**src/rtl/flash_probe_pkg.sv**
```systemverilog
package flash_probe_pkg;

  typedef enum logic [2:0] {
    S_IDLE,
    S_WR,
    S_WAIT,
    S_RD,
    S_FIN
  } probe_state_t;

  localparam logic [1:0] TM_GIVEN   = 2'd0;
  localparam logic [1:0] TM_ZERO    = 2'd1;
  localparam logic [1:0] TM_DEFAULT = 2'd2;
  localparam logic [1:0] TM_ABORT   = 2'd3;

  localparam logic [7:0] CONT_CODE   = 8'h7F;
  localparam logic [7:0] CMD_KEY_A   = 8'hAA;
  localparam logic [7:0] CMD_KEY_B   = 8'h55;
  localparam logic [7:0] CMD_ID_ON   = 8'h90;
  localparam logic [7:0] CMD_ID_OFF  = 8'hF0;

  localparam logic [15:0] KEY_ADDR_A = 16'h5555;
  localparam logic [15:0] KEY_ADDR_B = 16'h2AAA;

  // address of command cycle idx (0..2)
  function automatic logic [15:0] cmd_addr(input logic [1:0] idx);
    return (idx == 2'd1) ? KEY_ADDR_B : KEY_ADDR_A;
  endfunction

  // data of command cycle idx; the third cycle selects entry or exit
  function automatic logic [7:0] cmd_data(input logic exit_seq, input logic [1:0] idx);
    case (idx)
      2'd0:    return CMD_KEY_A;
      2'd1:    return CMD_KEY_B;
      default: return exit_seq ? CMD_ID_OFF : CMD_ID_ON;
    endcase
  endfunction

  // read slot: 0/1 are the base codes, 2/3 their continuation bytes
  function automatic logic [15:0] slot_addr(input logic [1:0] idx);
    case (idx)
      2'd0:    return 16'h0000;
      2'd1:    return 16'h0001;
      2'd2:    return 16'h0100;
      default: return 16'h0101;
    endcase
  endfunction

endpackage

```
**src/rtl/probe_us_timer.sv**
```systemverilog
module probe_us_timer #(
  parameter int CLKS_PER_US = 4,
  parameter int UW          = 16
) (
  input  logic          clk,
  input  logic          rst_n,
  input  logic          load,
  input  logic [UW-1:0] load_us,
  output logic          expired
);
  localparam int PW = (CLKS_PER_US > 1) ? $clog2(CLKS_PER_US) : 1;
  localparam logic [PW-1:0] PRE_LAST = PW'(CLKS_PER_US - 1);

  logic [PW-1:0] pre;
  logic [UW-1:0] left;
  logic          run;

  always_ff @(posedge clk) begin
    if (!rst_n) begin
      pre     <= '0;
      left    <= '0;
      run     <= 1'b0;
      expired <= 1'b0;
    end else begin
      expired <= 1'b0;
      if (load) begin
        pre  <= '0;
        left <= load_us;
        run  <= (load_us != '0);
      end else if (run) begin
        if (pre == PRE_LAST) begin
          pre <= '0;
          if (left == UW'(1)) begin
            run     <= 1'b0;
            expired <= 1'b1;
          end else begin
            left <= left - UW'(1);
          end
        end else begin
          pre <= pre + PW'(1);
        end
      end
    end
  end
endmodule

```
**src/rtl/probe_id_join.sv**
```systemverilog
module probe_id_join
  import flash_probe_pkg::*;
(
  input  logic [7:0]  first_byte,
  input  logic [7:0]  cont_byte,
  output logic [15:0] code
);
  always_comb begin
    if (first_byte == CONT_CODE) code = {first_byte, cont_byte};
    else                         code = {8'h00, first_byte};
  end
endmodule

```
**src/rtl/probe_id_check.sv**
```systemverilog
module probe_id_check (
  input  logic [15:0] id_mfr,
  input  logic [15:0] id_dev,
  input  logic [15:0] arr_mfr,
  input  logic [15:0] arr_dev,
  input  logic [7:0]  mfr_last,
  input  logic [15:0] want_mfr,
  input  logic [15:0] want_dev,
  output logic        both_match,
  output logic        even_parity,
  output logic        mfr_same,
  output logic        dev_same
);
  always_comb begin
    both_match  = (id_mfr == want_mfr) && (id_dev == want_dev);
    even_parity = ~(^mfr_last);
    mfr_same    = (id_mfr == arr_mfr);
    dev_same    = (id_dev == arr_dev);
  end
endmodule

```
**src/rtl/flash_id_probe.sv**
```systemverilog
module flash_id_probe
  import flash_probe_pkg::*;
#(
  parameter int CLKS_PER_US  = 4,
  parameter int AW           = 16,
  parameter int UW           = 16,
  parameter int SHORT_US     = 10,
  parameter int DEF_ENTER_US = 10000,
  parameter int DEF_EXIT_US  = 40
) (
  input  logic          clk,
  input  logic          rst_n,
  input  logic          start,
  input  logic [1:0]    timing_mode,
  input  logic [UW-1:0] timing_us,
  input  logic [15:0]   exp_mfr,
  input  logic [15:0]   exp_dev,
  output logic [AW-1:0] bus_addr,
  output logic [7:0]    bus_wdata,
  output logic          bus_we,
  output logic          bus_re,
  input  logic [7:0]    bus_rdata,
  output logic          busy,
  output logic          done,
  output logic          aborted,
  output logic [15:0]   mfr_id,
  output logic [15:0]   dev_id,
  output logic          id_match,
  output logic          parity_err,
  output logic          mfr_is_array,
  output logic          dev_is_array
);
  localparam int NPASS = 2;
  localparam int NSLOT = 4;

  probe_state_t  state;
  logic          seq_exit;
  logic          pass;
  logic [1:0]    cidx;
  logic [1:0]    ridx;
  logic [UW-1:0] enter_us, exit_us;
  logic [UW-1:0] long_us, dly_us;
  logic          tmr_expired;
  logic          rd_en;
  logic [7:0]    cap [NPASS][NSLOT];
  logic [15:0]   code [NPASS][2];
  logic [7:0]    mfr_last;
  logic          c_match, c_par, c_msame, c_dsame;

  // delay owed after the current write
  always_comb begin
    long_us = seq_exit ? exit_us : enter_us;
    if (cidx == 2'd2)        dly_us = long_us;
    else if (long_us != '0)  dly_us = UW'(SHORT_US);
    else                     dly_us = '0;
  end

  // continuation slots read only when the base byte was the marker
  always_comb rd_en = (state == S_RD) && (!ridx[1] || (cap[pass][ridx[0]] == CONT_CODE));

  always_comb begin
    bus_we    = (state == S_WR);
    bus_re    = rd_en;
    bus_wdata = (state == S_WR) ? cmd_data(seq_exit, cidx) : 8'h00;
    if (state == S_WR)      bus_addr = AW'(cmd_addr(cidx));
    else if (state == S_RD) bus_addr = AW'(slot_addr(ridx));
    else                    bus_addr = '0;
  end

  assign busy = (state != S_IDLE);

  probe_us_timer #(.CLKS_PER_US(CLKS_PER_US), .UW(UW)) i_timer (
    .clk     (clk),
    .rst_n   (rst_n),
    .load    ((state == S_WR) && (dly_us != '0)),
    .load_us (dly_us),
    .expired (tmr_expired)
  );

  for (genvar p = 0; p < NPASS; p++) begin : g_pass
    for (genvar w = 0; w < 2; w++) begin : g_code
      probe_id_join i_join (
        .first_byte (cap[p][w]),
        .cont_byte  (cap[p][w+2]),
        .code       (code[p][w])
      );
    end
  end

  assign mfr_last = (cap[0][0] == CONT_CODE) ? cap[0][2] : cap[0][0];

  probe_id_check i_check (
    .id_mfr      (code[0][0]),
    .id_dev      (code[0][1]),
    .arr_mfr     (code[1][0]),
    .arr_dev     (code[1][1]),
    .mfr_last    (mfr_last),
    .want_mfr    (exp_mfr),
    .want_dev    (exp_dev),
    .both_match  (c_match),
    .even_parity (c_par),
    .mfr_same    (c_msame),
    .dev_same    (c_dsame)
  );

  always_ff @(posedge clk) begin
    if (!rst_n) begin
      for (int p = 0; p < NPASS; p++)
        for (int s = 0; s < NSLOT; s++) cap[p][s] <= 8'h00;
    end else if (rd_en) begin
      cap[pass][ridx] <= bus_rdata;
    end
  end

  always_ff @(posedge clk) begin
    if (!rst_n) begin
      state        <= S_IDLE;
      seq_exit     <= 1'b0;
      pass         <= 1'b0;
      cidx         <= 2'd0;
      ridx         <= 2'd0;
      enter_us     <= '0;
      exit_us      <= '0;
      done         <= 1'b0;
      aborted      <= 1'b0;
      mfr_id       <= '0;
      dev_id       <= '0;
      id_match     <= 1'b0;
      parity_err   <= 1'b0;
      mfr_is_array <= 1'b0;
      dev_is_array <= 1'b0;
    end else begin
      done <= 1'b0;
      case (state)
        S_IDLE: if (start) begin
          if (timing_mode == TM_ABORT) begin
            done         <= 1'b1;
            aborted      <= 1'b1;
            mfr_id       <= '0;
            dev_id       <= '0;
            id_match     <= 1'b0;
            parity_err   <= 1'b0;
            mfr_is_array <= 1'b0;
            dev_is_array <= 1'b0;
          end else begin
            aborted  <= 1'b0;
            seq_exit <= 1'b0;
            cidx     <= 2'd0;
            state    <= S_WR;
            case (timing_mode)
              TM_GIVEN: begin enter_us <= timing_us; exit_us <= timing_us; end
              TM_ZERO:  begin enter_us <= '0;        exit_us <= '0;        end
              default:  begin enter_us <= UW'(DEF_ENTER_US); exit_us <= UW'(DEF_EXIT_US); end
            endcase
          end
        end
        S_WR, S_WAIT: begin
          if ((state == S_WR && dly_us != '0)) begin
            state <= S_WAIT;
          end else if (state == S_WR || tmr_expired) begin
            if (cidx != 2'd2) begin
              cidx  <= cidx + 2'd1;
              state <= S_WR;
            end else begin
              ridx  <= 2'd0;
              pass  <= seq_exit;
              state <= S_RD;
            end
          end
        end
        S_RD: begin
          ridx <= ridx + 2'd1;
          if (ridx == 2'd3) begin
            if (!pass) begin
              seq_exit <= 1'b1;
              cidx     <= 2'd0;
              state    <= S_WR;
            end else begin
              state <= S_FIN;
            end
          end
        end
        S_FIN: begin
          mfr_id       <= code[0][0];
          dev_id       <= code[0][1];
          id_match     <= c_match;
          parity_err   <= c_par;
          mfr_is_array <= c_msame;
          dev_is_array <= c_dsame;
          done         <= 1'b1;
          state        <= S_IDLE;
        end
        default: state <= S_IDLE;
      endcase
    end
  end
endmodule

```
**config.mk**
```make
export PLATFORM = sky130hd
export DESIGN_NAME = flash_id_probe
export DESIGN_NICKNAME = d
export VERILOG_FILES = /design/src/rtl/flash_probe_pkg.sv /design/src/rtl/probe_us_timer.sv /design/src/rtl/probe_id_join.sv /design/src/rtl/probe_id_check.sv /design/src/rtl/flash_id_probe.sv
export SDC_FILE = /design/constraint.sdc
export NUM_CORES = 1
export LEC_CHECK = 0
export BUFFER_PORTS_ARGS = -buffer_cell sky130_fd_sc_hd__buf_2
export CAP_MARGIN = 5
export CORE_MARGIN = 1
export CORE_UTILIZATION = 30
export CTS_CLUSTER_DIAMETER = 150
export DETAILED_ROUTE_END_ITERATION = 8
export GPL_ROUTABILITY_DRIVEN = 1
export PLACE_DENSITY = 0.55
export SYNTH_ARGS = -nofsm -noshare
export SYNTH_HDL_FRONTEND = slang
export SYNTH_SLANG_ARGS = --single-unit
```
**constraint.sdc**
```tcl
create_clock -name clk -period 5.1 [get_ports clk]
set_input_delay 0.51 -clock clk [delete_from_list [all_inputs] [get_ports clk]]
set_output_delay 0.51 -clock clk [all_outputs]
set_load 0.005 [all_outputs]
```
Word level (Yosys, flattened, before mapping)

Memories as Yosys holds them, arrays and structs flattened. A register that Yosys moved wholly into a read port is not among the register bits.
Cells that the tools add are included.
W data, S select, Z words.

Shift-type cells: 0
Multiply operators: 0
Bitwise gates (word level): 9
Multiplexer cells: 79
Divide/modulo/power cells: 0
Reduce and logical (&&, ||, !) cells: 34
Magnitude comparators: 3
Equal/unequal tests: 34
Add/subtract/negate cells: 4

Operator list:

| kind                    | count |
|---|---|
| $mux W16                | 14 |
| $pmux W16 S2            | 4 |
| $mux W32                | 3 |
| $eq A16 B16 Y1          | 4 |
| $eq A8 B7 Y1 const B    | 5 |
| $mux W8                 | 5 |
| $reduce_bool A16 Y1     | 2 |
| $reduce_or A32 Y1       | 1 |
| $pmux W9 S3             | 1 |
| $mux W2                 | 12 |
| $mux W1                 | 19 |
| $mux W3                 | 6 |
| $ne A2 B2 Y1 const B    | 9 |
| $bmux W8 S2             | 1 |
| $demux W8 S2            | 1 |
| $eq A16 B1 Y1 const B   | 1 |
| $pmux W8 S2             | 1 |
| $sub A16 B1 Y16 const B | 1 |
| $mux W15                | 1 |
| $pmux W1 S2             | 6 |
| $reduce_and A4 Y1       | 3 |
| $eq A2 B2 Y1 const B    | 5 |
| $reduce_bool A2 Y1      | 5 |
| $pmux W3 S3             | 1 |
| other kinds (30)        | 52 |

Output and inout port bits: 65
Memories: 1
Register bits after elaboration: 99
Bits in read-only memories: 0
Latch bits: 0
Memory bits (writable): 64

Memories:

| memory | words | bits a word | read ports | clocked after memory_dff | write ports | RTL line             | source |
|---|---|---|---|---|---|---|---|
| cap    | 2     | 32          | 3          | 1                        | 2           | flash_id_probe.sv:45 | `logic [7:0] cap [NPASS][NSLOT];` |

Logic depth before layout (Yosys ltp)

Word-level depth: 12
Mapped depth: 10
Depth with buffers taken out: 8

Modules after synthesis

From an unflattened synthesis, not the netlist that was laid out.

Cell total of the unflattened synthesis: 894
Area total of the unflattened synthesis: 8558.2 um2

Modules (own cells, without submodules):

| module         | area each (um2) | instances | seq. area each (um2) | cells an instance |
|---|---|---|---|---|
| flash_id_probe | 5794.3          | 1         | 3343.2               | 544 |
| probe_us_timer | 1181.1          | 1         | 400.4                | 138 |
| probe_id_join  | 206.4           | 4         | 0.0                  | 30 |
| probe_id_check | 757.0           | 1         | 0.0                  | 92 |

Worst setup path after synthesis

OpenSTA, ideal clock, no wires.

Kind: reg2reg
Start point: mem cap[1][27] (netlist name)
End point: mem cap[1][0] (netlist name), enable pin
Setup slack: 2.672 ns
Stages on the path, launching flop included: 7
Arrival: 2.044 ns
Data required time: 4.716 ns
Cells stage by stage: edfxtp_1 > nand4_1 > nor4b_4 > a211oi_1 > o21ai_1 > nand2_1 > o21ai_0

RTL lines:

| what               | RTL line |
|---|---|
| start: declaration | flash_id_probe.sv:45 |

==> implementation parameters <==
Parameter                              Value

Outcome
  Run status    complete, no violations

Detailed routing
  TritonRoute pass-1 iters    5
  Remaining antenna violation count after routing    0
  Total routed wirelength    21.6 mm
  Number of vias in the routed layout    6301
  Via count normalized by instance count    between 5 and 6
  1st-iter DRT viols    between 500 and 600
  Drt drc    0
  Routed wire per std cell    between 15 and 20 um

Logic synthesis
  Arithmetic-cell share of the synthesized area counting full adders, half adders and majority gates    under 10%
  Async S/R FF share, synth    0%
  Commonest cells in the synthesized netlist    sky130_fd_sc_hd__dfxtp_1, sky130_fd_sc_hd__nor2_1, sky130_fd_sc_hd__edfxtp_1, sky130_fd_sc_hd__nand2_1, sky130_fd_sc_hd__a21oi_1
  Leading post-synthesis cells by cell area    sky130_fd_sc_hd__edfxtp_1, sky130_fd_sc_hd__dfxtp_1, sky130_fd_sc_hd__nor2_1
  Syn Std Cell Area    ~7700 um^2
  Post-Synthesis Mean Instance Area    between 9 and 10 um^2
  Count of distinct cell types in the synthesized netlist    60
  Leading area contributor after synthesis    sky130_fd_sc_hd__edfxtp_1
  Dominant combinational cell family by area after synthesis    simple AND/OR/NAND/NOR gates
  Syn. warnings    0
  EDFF count, synth    64
  Post-synthesis net count    roughly 900
  Multiplexer area fraction after synthesis    about 2.0%
  Dominant synthesized flop cell    sky130_fd_sc_hd__dfxtp_1
  Post-Synth XOR/XNOR Area    under 10%
  Flops & latches, synth    approximately 160
  Share of the synthesized area in compound gates (AO/OA/AOI/OAI)    between 10% and 20%
  Post-Synth Simple-Gate Area    21.0%
  Area share of the leading cell type in the synthesized netlist    25.0%
  Share of the yosys chip area belonging to registers    between 40% and 50%
  Number of instances in the synthesized netlist    slightly above 800
  Cell with the most instances after synthesis    sky130_fd_sc_hd__dfxtp_1

Global routing
  Antenna violations before repair    1
  Total routing resource utilization after global routing    between 10% and 20%
  Pin count of the biggest net entering global routing    45
  Via count of the first global-routing pass    just under 6000
  First-pass GRT wire length    approximately 33 mm
  Global route overflow    0

STA
  Slew of the pin with the lowest slew margin    approximately 1.1 ns
  Period minus WS final    3.09 ns
  Sum of negative setup slack    0 ns
  Unrepaired setup endpoints after global routing    false
  Highest clock frequency the design can meet    roughly 320 MHz
  Final worst hold slack    between 0.3 and 0.4 ns
  Setup violation total in the final timing report    0
  Final-report max-slew violation count    0
  Final worst path period share    approximately three fifths
  Worst clock skew    0.0120 ns
  Final count of hold timing violations    0
  Max-slew headroom    around a quarter
  Minimum setup slack in the final design    2.01 ns

Clock network
  Clock tree from TritonCTS    yes
  Inserted Clock Buffers    17
  Post-CTS Hold Fix Bufs    0
  Clock sink count    approximately 160
  Level count of the clock H-tree    4
  Clk Tree Root Cell    sky130_fd_sc_hd__clkbuf_16
  Post_cts resized    0
  Setup bufs post-CTS    0
  Clock tree buffer depth    2
  Clock slew at reported path FFs    0.07 ns
  Clock Latency Late Sink    ~0.43 ns

Setup path
  Critical path's top delay family    compound AO/OA/AOI/OAI gates
  Slowest stage delay, CP    0.91 ns
  Critical path cell sequence    nand4b_1 > nor3_1 > a211oi_1 > o21ai_1 > nand2_1 > o21ai_0
  CP Max Fanout    12
  CP required    ~5.2 ns
  Endpoint class of the critical path    flip-flop
  Cell with the biggest individual delay on the critical path    sky130_fd_sc_hd__o21ai_0
  Critical Path Source Type    flip-flop
  Data arrival time of the worst path    about 3.1 ns
  Buf/Inv on CP    0
  Classification of the worst setup path    reg2reg

Layout
  Number of diodes    0
  Fillcell total    about 2600
  Share of layout cells above drive strength 1    between 10% and 20%
  Layout-stage area growth over the synthesis result    18.8%
  Final design utilization    a little over a third
  Number of nets in the layout    around 1000

Floorplanning
  Starting utilization of the core area    between 30% and 40%
  Number of I/O pins    around 130
  Height of the chip    between 150 and 200 um
  Floorplan Core Area    ~25000 um^2
  Row Count    just under 60
  DIE WIDTH    around 160 um
  Area of the die    roughly 26000 um^2

Placement
  Input/output buffers    124
  Post-placement worst setup slack    roughly 2.1 ns
  Detailed placement HPWL    approximately 16 mm
  Routability congestion estimate from global placement    0.799

Power
  Power per unit of standard cell area    around 360 nW/um^2
  Reported leakage power    about 3.6 nW
  Overall Power    3.33 mW
  Worst ir drop on vdd    223 uV

Hold path
  Path type of the worst min-delay path    in2reg

Run
  Maximum capacitance violations    0
-- layout by cell type, fill, tap and decap left out, drive strengths merged, types with 12 or more instances in the layout --
master  netlist  final
o21ai        36     36
a22oi        21     21
xnor2        27     27
nor2         86     86
edfxtp       64     64
o31ai        12     12
and3         41     41
a21oi        50     50
xor2         25     25
buf          22    132
nand3        18     18
nand4        17     17
dfxtp        91     91
nor4         14     14
nor3         12     12
inv          27     37
and2         12     12
nand2        64     64
ha           12     12
clkbuf       33     21
-- sequential cells by signal, summed over array words and instances, names as in the netlist, named ones only --
name,count
i_timer.run,1
seq_exit,1
i_timer.pre,2
dev_is_array,1
cidx,2
mfr_is_array,1
mfr_id,16
aborted,1
i_timer.expired,1
pass,1
done,1
dev_id,16
ridx,2
cap,64
state,3
exit_us,7
id_match,1
i_timer.left,16
enter_us,16
parity_err,1
-- area by class of cell --
type	instances	area, um^2	area share (%)
Inverter	27	101	1.11
Clock buffer	21	504	5.53
Sequential cell	155	3740	41.0
Timing Repair Buffer	132	681	7.46
Clock inverter	11	104	1.14
Tap cell	330	413	4.52
Multi-Input combinational cell	568	3580	39.2
-- cell families (layout without fill, tap and decap cells) --
group | Yosys count | after routing
other | 1 | 1
adder cells (fa/ha/maj) | 12 | 12
flip-flops | 155 | 155
AND/OR/NAND/NOR | 308 | 308
AO/OA/AOI/OAI | 181 | 181
multiplexers | 14 | 14
buffers and inverters | 82 | 191
XOR/XNOR | 52 | 52
-- tightest hold or removal path, cell delays in order --
cell	delay (ns)
sky130_fd_sc_hd__buf_2	0.08
sky130_fd_sc_hd__a22oi_1	0.05
sky130_fd_sc_hd__nor2_1	0.07
-- report_power, final --
group / switching [mW] / leakage [nW] / internal [mW]
registers: 0.0814 / 1.40 / 1.37
clock network: 0.568 / 0.303 / 0.734
logic: 0.361 / 1.93 / 0.217
total: 1.01 / 3.63 / 2.32
-- through the flow --
| step | area [um^2] | instances |
|---|---|---|
| 4_1_cts | 9130 | 1244 |
| 3_5_place_dp | 8520 | 1212 |
| 2_1_floorplan | 7680 | 805 |
| 3_3_place_gp | 8520 | 1212 |
| 6_report | 9130 | 1244 |
| 5_1_grt | 9130 | 1244 |
-- final timing paths --
check        slack (ns)  cells past startpoint         start           to
min reg2reg        0.46                      2    mfr_id[11]   mfr_id[11]
min                0.32                      3  timing_us[0]  enter_us[0]
max reg2reg        2.01                      6    cap[0][31]   cap[1][19]
max                2.01                      6    cap[0][31]   cap[1][19]
-- per-layer routing --
layer  global-route usage [%]  up-vias  wire length [um]
met5                        0        -                 8
met3                     2.76       21               966
met1                     23.6     2991             10800
met4                     4.55        2               260
li1                         -     3108                 -
met2                     25.9      179              9570
(Power assumes the default switching activity.)
